$ cat config.mk
export PLATFORM = sky130hd
export DESIGN_NAME = sram_bridge
export DESIGN_NICKNAME = d
export VERILOG_FILES = /design/src/rtl/sram_bridge_pkg.sv /design/src/rtl/sram_bridge_timer.sv /design/src/rtl/sram_bridge_fsm.sv /design/src/rtl/sram_bridge_datapath.sv /design/src/rtl/sram_bridge.sv
export SDC_FILE = /design/constraint.sdc
export NUM_CORES = 1
export LEC_CHECK = 0
export BUFFER_PORTS_ARGS = -buffer_cell sky130_fd_sc_hd__buf_4
export CAP_MARGIN = 20
export CORE_ASPECT_RATIO = 1.75
export CORE_MARGIN = 8
export CORE_UTILIZATION = 45
export DETAILED_ROUTE_END_ITERATION = 8
export GPL_TIMING_DRIVEN = 0
export PLACE_DENSITY = 0.89
export SYNTH_ARGS = -nofsm -noshare
export SYNTH_HDL_FRONTEND = slang
export SYNTH_SLANG_ARGS = --single-unit
$ cat constraint.sdc
create_clock -name clk_i -period 2.3 [get_ports clk_i]
set_input_delay 0.69 -clock clk_i [delete_from_list [all_inputs] [get_ports clk_i]]
set_output_delay 0.69 -clock clk_i [all_outputs]
set_load 0.05 [all_outputs]
$ cat src/rtl/sram_bridge_pkg.sv
package sram_bridge_pkg;

  typedef enum logic [2:0] {
    ST_IDLE,
    ST_READ,
    ST_RD_TURN,
    ST_WRITE,
    ST_WR_RECOV
  } bridge_state_e;

  // ceil(ns / per); zero stays zero
  function automatic int unsigned ns2cyc(input int unsigned ns, input int unsigned per);
    if (ns == 0) return 0;
    return (ns + per - 1) / per;
  endfunction

  function automatic int unsigned umax(input int unsigned a, input int unsigned b);
    return (a > b) ? a : b;
  endfunction

endpackage

$ cat src/rtl/sram_bridge_timer.sv
module sram_bridge_timer #(
  parameter int unsigned CNT_W = 2
) (
  input  logic             clk_i,
  input  logic             rst_ni,
  input  logic             load_i,
  input  logic [CNT_W-1:0] load_val_i,
  output logic             last_o
);

  logic [CNT_W-1:0] cnt_q;

  always_ff @(posedge clk_i or negedge rst_ni) begin
    if (!rst_ni)              cnt_q <= '0;
    else if (load_i)          cnt_q <= load_val_i;
    else if (cnt_q != '0)     cnt_q <= cnt_q - 1'b1;
  end

  assign last_o = (cnt_q == '0);

endmodule

$ cat src/rtl/sram_bridge_fsm.sv
module sram_bridge_fsm
  import sram_bridge_pkg::*;
#(
  parameter int unsigned RD_CYC   = 3,
  parameter int unsigned RD_TURN  = 1,
  parameter int unsigned WR_PULSE = 3,
  parameter int unsigned WR_RECOV = 1,
  parameter int unsigned CNT_W    = 2
) (
  input  logic             clk_i,
  input  logic             rst_ni,
  input  logic             req_valid_i,
  input  logic             req_write_i,
  input  logic             last_i,
  output bridge_state_e    state_o,
  output logic             load_o,
  output logic [CNT_W-1:0] load_val_o,
  output logic             accept_o,
  output logic             capture_o,
  output logic             done_o
);

  localparam logic [CNT_W-1:0] RD_LOAD  = CNT_W'(RD_CYC - 1);
  localparam logic [CNT_W-1:0] RT_LOAD  = CNT_W'(RD_TURN - 1);
  localparam logic [CNT_W-1:0] WR_LOAD  = CNT_W'(WR_PULSE - 1);
  localparam logic [CNT_W-1:0] WRC_LOAD = CNT_W'(WR_RECOV - 1);

  bridge_state_e state_q, state_d;
  logic          done_q, done_d;

  always_comb begin
    state_d    = state_q;
    load_o     = 1'b0;
    load_val_o = '0;
    accept_o   = 1'b0;
    capture_o  = 1'b0;
    done_d     = 1'b0;
    unique case (state_q)
      ST_IDLE: begin
        if (req_valid_i) begin
          accept_o   = 1'b1;
          load_o     = 1'b1;
          load_val_o = req_write_i ? WR_LOAD : RD_LOAD;
          state_d    = req_write_i ? ST_WRITE : ST_READ;
        end
      end
      ST_READ: begin
        if (last_i) begin
          capture_o  = 1'b1;
          done_d     = 1'b1;
          load_o     = 1'b1;
          load_val_o = RT_LOAD;
          state_d    = ST_RD_TURN;
        end
      end
      ST_RD_TURN: begin
        if (last_i) state_d = ST_IDLE;
      end
      ST_WRITE: begin
        if (last_i) begin
          done_d     = 1'b1;
          load_o     = 1'b1;
          load_val_o = WRC_LOAD;
          state_d    = ST_WR_RECOV;
        end
      end
      ST_WR_RECOV: begin
        if (last_i) state_d = ST_IDLE;
      end
      default: state_d = ST_IDLE;
    endcase
  end

  always_ff @(posedge clk_i or negedge rst_ni) begin
    if (!rst_ni) begin
      state_q <= ST_IDLE;
      done_q  <= 1'b0;
    end else begin
      state_q <= state_d;
      done_q  <= done_d;
    end
  end

  assign state_o = state_q;
  assign done_o  = done_q;

endmodule

$ cat src/rtl/sram_bridge_datapath.sv
module sram_bridge_datapath
  import sram_bridge_pkg::*;
#(
  parameter int unsigned ADDR_W = 19,
  parameter int unsigned DATA_W = 8
) (
  input  logic              clk_i,
  input  logic              rst_ni,
  input  bridge_state_e     state_i,
  input  logic              accept_i,
  input  logic              capture_i,
  input  logic [ADDR_W-1:0] req_addr_i,
  input  logic [DATA_W-1:0] req_wdata_i,
  input  logic [DATA_W-1:0] mem_dq_i,
  output logic [ADDR_W-1:0] mem_addr_o,
  output logic [DATA_W-1:0] mem_dq_o,
  output logic              mem_ce_no,
  output logic              mem_we_no,
  output logic              mem_oe_no,
  output logic              mem_dq_oe_o,
  output logic [DATA_W-1:0] rdata_o
);

  logic [ADDR_W-1:0] addr_q;
  logic [DATA_W-1:0] wdata_q;
  logic [DATA_W-1:0] rdata_q;

  // address and write byte move only on acceptance, which happens from idle
  always_ff @(posedge clk_i or negedge rst_ni) begin
    if (!rst_ni) begin
      addr_q  <= '0;
      wdata_q <= '0;
    end else if (accept_i) begin
      addr_q  <= req_addr_i;
      wdata_q <= req_wdata_i;
    end
  end

  always_ff @(posedge clk_i or negedge rst_ni) begin
    if (!rst_ni)        rdata_q <= '0;
    else if (capture_i) rdata_q <= mem_dq_i;
  end

  logic is_rd, is_wr;
  assign is_rd = (state_i == ST_READ);
  assign is_wr = (state_i == ST_WRITE);

  assign mem_ce_no   = ~(is_rd | is_wr);
  assign mem_we_no   = ~is_wr;
  assign mem_oe_no   = ~is_rd;
  assign mem_dq_oe_o = is_wr;
  assign mem_addr_o  = addr_q;
  assign mem_dq_o    = wdata_q;
  assign rdata_o     = rdata_q;

endmodule

$ cat src/rtl/sram_bridge.sv
module sram_bridge
  import sram_bridge_pkg::*;
#(
  parameter int unsigned ADDR_W        = 19,
  parameter int unsigned DATA_W        = 8,
  parameter int unsigned CLK_PERIOD_NS = 20,
  parameter int unsigned T_RC_NS       = 55,
  parameter int unsigned T_AA_NS       = 55,
  parameter int unsigned T_OE_NS       = 30,
  parameter int unsigned T_HZ_NS       = 20,
  parameter int unsigned T_WC_NS       = 55,
  parameter int unsigned T_WP_NS       = 45,
  parameter int unsigned T_AW_NS       = 50,
  parameter int unsigned T_DW_NS       = 25
) (
  input  logic              clk_i,
  input  logic              rst_ni,
  input  logic              req_valid_i,
  input  logic              req_write_i,
  input  logic [ADDR_W-1:0] req_addr_i,
  input  logic [DATA_W-1:0] req_wdata_i,
  output logic              done_o,
  output logic [DATA_W-1:0] rdata_o,
  output logic [ADDR_W-1:0] mem_addr_o,
  output logic              mem_ce_no,
  output logic              mem_we_no,
  output logic              mem_oe_no,
  output logic [DATA_W-1:0] mem_dq_o,
  output logic              mem_dq_oe_o,
  input  logic [DATA_W-1:0] mem_dq_i
);

  localparam int unsigned RD_CYC = umax(1, umax(umax(ns2cyc(T_RC_NS, CLK_PERIOD_NS),
                                                     ns2cyc(T_AA_NS, CLK_PERIOD_NS)),
                                                ns2cyc(T_OE_NS, CLK_PERIOD_NS)));
  localparam int unsigned RD_TURN  = umax(1, ns2cyc(T_HZ_NS, CLK_PERIOD_NS));
  localparam int unsigned WR_PULSE = umax(1, umax(umax(ns2cyc(T_WP_NS, CLK_PERIOD_NS),
                                                       ns2cyc(T_AW_NS, CLK_PERIOD_NS)),
                                                  ns2cyc(T_DW_NS, CLK_PERIOD_NS)));
  localparam int unsigned WC_CYC   = ns2cyc(T_WC_NS, CLK_PERIOD_NS);
  localparam int unsigned WR_RECOV = (WC_CYC > WR_PULSE + 1) ? (WC_CYC - WR_PULSE) : 1;
  localparam int unsigned MAX_CNT  = umax(umax(RD_CYC, RD_TURN), umax(WR_PULSE, WR_RECOV));
  localparam int unsigned CNT_W    = $clog2(MAX_CNT + 1);

  bridge_state_e    state;
  logic             load, last, accept, capture;
  logic [CNT_W-1:0] load_val;

  sram_bridge_timer #(.CNT_W(CNT_W)) u_timer (
    .clk_i      (clk_i),
    .rst_ni     (rst_ni),
    .load_i     (load),
    .load_val_i (load_val),
    .last_o     (last)
  );

  sram_bridge_fsm #(
    .RD_CYC   (RD_CYC),
    .RD_TURN  (RD_TURN),
    .WR_PULSE (WR_PULSE),
    .WR_RECOV (WR_RECOV),
    .CNT_W    (CNT_W)
  ) u_fsm (
    .clk_i       (clk_i),
    .rst_ni      (rst_ni),
    .req_valid_i (req_valid_i),
    .req_write_i (req_write_i),
    .last_i      (last),
    .state_o     (state),
    .load_o      (load),
    .load_val_o  (load_val),
    .accept_o    (accept),
    .capture_o   (capture),
    .done_o      (done_o)
  );

  sram_bridge_datapath #(
    .ADDR_W (ADDR_W),
    .DATA_W (DATA_W)
  ) u_dp (
    .clk_i       (clk_i),
    .rst_ni      (rst_ni),
    .state_i     (state),
    .accept_i    (accept),
    .capture_i   (capture),
    .req_addr_i  (req_addr_i),
    .req_wdata_i (req_wdata_i),
    .mem_dq_i    (mem_dq_i),
    .mem_addr_o  (mem_addr_o),
    .mem_dq_o    (mem_dq_o),
    .mem_ce_no   (mem_ce_no),
    .mem_we_no   (mem_we_no),
    .mem_oe_no   (mem_oe_no),
    .mem_dq_oe_o (mem_dq_oe_o),
    .rdata_o     (rdata_o)
  );

endmodule

==> out/metrics.cfg, run 1 <==
[status]
status=completed

[clock_tree]
cts_root_buf=clkbuf_8
postCtsHoldBufs=0
cts_buffer_depth=2
cts_buffers=5
cts.htree.levels=2
postCtsResizedCells=0
clk_latency_ns=0.29
cts_sinks=41
clk_pin_slew_worst_paths_ns=0.07
cts_tree=done
postCtsSetupBuffers=0

[final_layout]
nets=226
syn2layout_area_growth_pct=47.6
fin_util=0.692
n_antenna_cell=0
fill_cells=261
drive_gt1_frac=0.668
postLayoutCellArea_mm2=0.00235

[placement]
place_ws_ns=0.349
dpl-instance-area_mm2=0.00224
place_congestion=0.696
port_buffers=78
dp_hpwl_um=3130

[floorplan]
dieWidth_um=61.0
io_pins=79
start_util=0.469
rows=28
die_area_mm2=0.00578
die_y_um=94.7
coreArea_mm2=0.00340

[setup_path]
cp-end-kind=output pin
cp_data_required_time_ns=1.61
reg2reg_depth=5
cp.arrival_ns=1.35
worstSetupStartpointType=flop
critPathKind=reg2out
crit_fanout=4

[sta]
min_period_ns=2.04
setup_viol=0
tightest_slew_ns=0.513
max_freq_mhz=490
fin_crit_sh=0.887
worst_slack_ns=0.261
relSlewSlack=0.658
setup_tns_ns=0
grt_setup_unrepaired=no
maxSlewViolCount=0
skew_ns=0.00588
hold_viol_final=0

[synth]
postSynthAreaPerCell_um2=15.8
synth.net_count=141
netlist_instances=101
yosys.cell_types.count=23
synth_area_mm2=0.00159
yosysSeqAreaShare=0.644
synth-seq-cells=41
ys_warn_count=0

[detailed_routing]
wl_per_cell_um=16.8
first_pass_iters=2
vias=1107
ant_nets=0
drc=0
viasPerCell=4.77
first_iter_violations=14
wirelength_um=3900

[global_routing]
overflow=0
gr-usage-all-layers=0.142
grt_pass1_vias=1272
grt_antenna_before_repair=0
grt_max_degree=42
grt_pass1_wl_um=6040

[job]
cap_violations=0

[hold_path]
min_path_type=in2async

registers in the layout (all words and copies together) (netlist names):
name / flops
u_dp.mem_addr_o: 19
u_dp.mem_dq_o: 8
u_dp.rdata_o: 8
u_fsm.done_o: 1
u_fsm.state_o: 3
u_timer.cnt_q: 2
synth_stat cells (all sizes together):
cell / n / area share
inv: 4 / 0.0094
nor3b: 2 / 0.016
buf: 3 / 0.0094
and2b: 1 / 0.0047
dfrtp: 41 / 0.64
and2: 2 / 0.0078
nand2b: 1 / 0.0039
a21oi: 1 / 0.0031
a211o: 1 / 0.0055
nor4b: 2 / 0.015
a21o: 1 / 0.0047
or2: 1 / 0.0039
o21bai: 1 / 0.0047
o21ai: 1 / 0.0031
clkbuf: 1 / 0.0024
a31oi: 1 / 0.0039
mux2: 35 / 0.25
nand3: 1 / 0.0031
ha: 1 / 0.0078
cell usage in the layout (no fill, tap or decap):
cell and count:
a31oi_1 1, or2_2 1, and2_1 2, nor4b_1 1
a21o_1 1, mux2_1 2, ha_1 1, nor4b_2 1
dfrtp_1 41, bufinv_16 1, nand2b_1 1, buf_4 78
nor3b_1 1, clkbuf_8 6, clkbuf_1 2, buf_2 3
a211o_1 1, mux2_2 33, o21bai_1 1, o21ai_0 1
a21oi_1 1, nor3b_4 1, nand3_1 1, inv_2 1
inv_1 3, and2b_1 1
layer usage:
metal,track usage,routed length [µm],vias up
met5,0,0,-
met4,0.0744,94,0
met3,0.0504,295,8
met2,0.250,2290,43
met1,0.138,1220,536
li1,-,-,520
cells by family after synthesis:
kind of cell               after synthesis  share of synthesized area
AOI/OAI and AO/OA                        6                     0.0251
adders and majority gates                1                    0.00785
buffers and inverters                    8                     0.0212
DFF                                     41                      0.644
muxes                                   35                      0.247
and+or+nand+nor                         10                     0.0549
stage by stage:
stage | instances | hold slack (ns)
after floorplan | 101 | 0.394
after global placement | 224 | 0.471
after detailed placement | 224 | 0.492
after CTS | 232 | 0.384
after global routing | 232 | 0.407
final | 232 | 0.374
critical path, cell delays in order, from the launching register on:
cell and delay (ns):
dfrtp_1 0.42, and2b_1 0.26, and2_1 0.16, inv_1 0.05, buf_4 0.18
worst paths after layout:
kind                       slack, ns                   to        startpoint
setup reg to reg                0.39      u_dp.rdata_o[4]  u_timer.cnt_q[0]
hold / removal                  0.37   u_dp.mem_addr_o[6]            rst_ni
hold reg to reg                 0.51     u_dp.mem_dq_o[0]  u_dp.mem_dq_o[0]
max in group asynchronous       1.57  u_dp.mem_addr_o[14]            rst_ni
min in group clk_i              0.51     u_dp.mem_dq_o[0]  u_dp.mem_dq_o[0]
setup / recovery                0.26            mem_we_no  u_fsm.state_o[2]
area by class of cell:
class                   count  area, µm²  area share
inverters                   4       15.0     0.00638
clock inverters             1       30.0      0.0128
flip-flops and latches     41       1030       0.436
plain buffers               4       18.8     0.00798
well taps                  45       56.3      0.0239
multi-input cells          52        534       0.227
repair buffers             78        586       0.249
clock buffers               7       86.3      0.0367
Power of run 1 is left out: the tool's default activity adds up to more than one toggle a clock period on the data nets, which glitch-free logic cannot reach.
==> run 2, diff against run 1 <==
--- a/config.mk
+++ b/config.mk
@@ -9,10 +9,12 @@
 export CAP_MARGIN = 20
 export CORE_ASPECT_RATIO = 1.75
 export CORE_MARGIN = 8
-export CORE_UTILIZATION = 45
+export CORE_UTILIZATION = 40
+export CTS_BUF_LIST = sky130_fd_sc_hd__clkbuf_16
 export DETAILED_ROUTE_END_ITERATION = 8
 export GPL_TIMING_DRIVEN = 0
-export PLACE_DENSITY = 0.89
+export PLACE_DENSITY = 0.81
+export SKIP_CTS_REPAIR_TIMING = 1
 export SYNTH_ARGS = -nofsm -noshare
 export SYNTH_HDL_FRONTEND = slang
 export SYNTH_SLANG_ARGS = --single-unit
==> run 2 against run 1 <==
Utilization down 7.7 points. Non-clock buffer count unchanged. Clock skew down 0.0047 ns. Critical path depth unchanged. Clock-buffer cell count down 2. Worst setup slack better by 0.015 ns. Sequential share of layout area down 0.46 points.
==> out/metrics.cfg, run 2 (synthesized netlist as in run 1, its figures left out) <==
[status]
status=completed  ; unchanged

[setup_path]
critPathKind=reg2out  ; unchanged
crit_path_top_delay_cell=dfrtp_1  ; unchanged
critPathMaxStageDelay_ns=0.41  ; was 0.42 ns
worstSetupStartpointType=flop  ; unchanged
worst-path-buf-inv=2  ; unchanged
cp-end-kind=output pin  ; unchanged
cp.arrival_ns=1.33  ; was 1.35 ns
r2r_slack_ns=0.45  ; was 0.39 ns
reg2reg_depth=5  ; unchanged
r2r-end=u_dp.rdata_o[5]  ; was u_dp.rdata_o[4]
path_delay_family=simple AND/OR/NAND/NOR gates  ; unchanged
crit_fanout=4  ; unchanged
cp_data_required_time_ns=1.61  ; about the same
path_cells=and2b_1 -> and2_1 -> inv_1 -> buf_4  ; unchanged
reg2reg_from=u_timer.cnt_q[0]  ; unchanged

[clock_tree]
cts_root_buf=clkbuf_16  ; was clkbuf_8
clk_pin_slew_worst_paths_ns=0.05  ; was 0.07 ns
cts_buffers=5  ; unchanged
cts.htree.levels=2  ; unchanged
cts_tree=done  ; unchanged
clk_latency_ns=0.27  ; was 0.29 ns
cts_sinks=41  ; unchanged
cts_buffer_depth=2  ; unchanged

[hold_path]
min_path_type=in2async  ; unchanged

[global_routing]
grt_antenna_before_repair=0  ; unchanged
overflow=0  ; unchanged
gr-usage-all-layers=0.129  ; was 0.142
grt_max_degree=42  ; unchanged
grt_pass1_vias=1235  ; was 1272
grt_pass1_wl_um=6290  ; was 6040 µm

[detailed_routing]
ant_nets=0  ; unchanged
drc=0  ; unchanged
first_iter_violations=15  ; was 14
vias=1129  ; was 1107
wl_per_cell_um=17.2  ; was 16.8 µm
viasPerCell=4.80  ; was 4.77
wirelength_um=4040  ; was 3900 µm
first_pass_iters=4  ; was 2

[sta]
hold_viol_final=0  ; unchanged
grt_setup_unrepaired=no  ; unchanged
setup_tns_ns=0  ; unchanged
max_freq_mhz=494  ; was 490 MHz
relSlewSlack=0.659  ; was 0.658
skew_ns=0.00115  ; was 0.00588 ns
fin_crit_sh=0.880  ; was 0.887
maxSlewViolCount=0  ; unchanged
min_period_ns=2.02  ; was 2.04 ns
setup_viol=0  ; unchanged
tightest_slew_ns=0.511  ; was 0.513 ns
whs_ns=0.381  ; was 0.374 ns

[placement]
place_congestion=0.779  ; was 0.696
port_buffers=78  ; unchanged
dp_hpwl_um=3190  ; was 3130 µm

[final_layout]
mostFrequentLayoutCell=buf_4  ; unchanged
layout_common_cells=buf_4 (78), dfrtp_1 (41), mux2_2 (33)  ; unchanged
n_antenna_cell=0  ; unchanged
syn2layout_area_growth_pct=49.1  ; was 47.6%
drive_gt1_frac=0.663  ; was 0.668
fill_cells=308  ; was 261
largest_reg_flops=19  ; unchanged
nets=226  ; unchanged

[floorplan]
io_pins=79  ; unchanged
start_util=0.412  ; was 0.469
rows=30  ; was 28
die_y_um=99.5  ; was 94.7 µm
die_area_mm2=0.00634  ; was 0.00578 mm²
coreArea_mm2=0.00387  ; was 0.00340 mm²
dieWidth_um=63.7  ; was 61.0 µm

[job]
cap_violations=0  ; unchanged

run 2: worst max path at each step:
stage,startpoint,endpoint,slack [ns],depth (start not counted)
2_1_floorplan,u_fsm.state_o[2],mem_we_no,0.18,3
3_3_place_gp,req_valid_i,u_dp.mem_addr_o[16],0.35,4
3_5_place_dp,req_valid_i,u_dp.mem_dq_o[7],0.34,4
4_1_cts,u_fsm.state_o[2],mem_we_no,0.27,4
5_1_grt,u_fsm.state_o[2],mem_we_no,0.20,4
6_report,u_fsm.state_o[2],mem_we_no,0.28,4
run 2: metrics by stage:
| stage | setup slack (ns) | utilization | instance area (µm²) | instances |
|---|---|---|---|---|
| after floorplan | 0.175 | - | 1590 | 101 |
| after CTS | 0.268 | 0.615 | 2380 | 235 |
| after global routing | 0.205 | 0.615 | 2380 | 235 |
| after detailed placement | 0.335 | 0.579 | 2240 | 227 |
| after global placement | 0.345 | 0.579 | 2240 | 227 |
| final | 0.276 | 0.615 | 2380 | 235 |
run 2: routing by layer:
layer / GRT usage / vias to the layer above / share of wire
met5: 0 / - / 0
met4: 0.0708 / 0 / 0.020
met3: 0.0495 / 4 / 0.061
met2: 0.249 / 36 / 0.61
met1: 0.104 / 569 / 0.31
li1: - / 520 / -
run 2: layout make-up:
| type | count | area [µm²] | share of cell area |
|---|---|---|---|
| plain buffers | 4 | 18.8 | 0.00789 |
| multi-input cells | 52 | 534 | 0.225 |
| inverters | 4 | 15.0 | 0.00632 |
| clock inverters | 3 | 12.5 | 0.00526 |
| flip-flops and latches | 41 | 1030 | 0.432 |
| repair buffers | 78 | 586 | 0.246 |
| well taps | 48 | 60.1 | 0.0253 |
| clock buffers | 5 | 125 | 0.0526 |
run 2: worst reg2reg max path, delay by kind of cell, from the launching register on:
| family | cells | cell delay (ns) |
|---|---|---|
| muxes | 1 | 0.39 |
| adders and majority gates | 1 | 0.13 |
| and+or+nand+nor | 1 | 0.48 |
| DFF | 1 | 0.39 |
| buffers and inverters | 2 | 0.35 |
Power of run 2 is left out for the same reason.
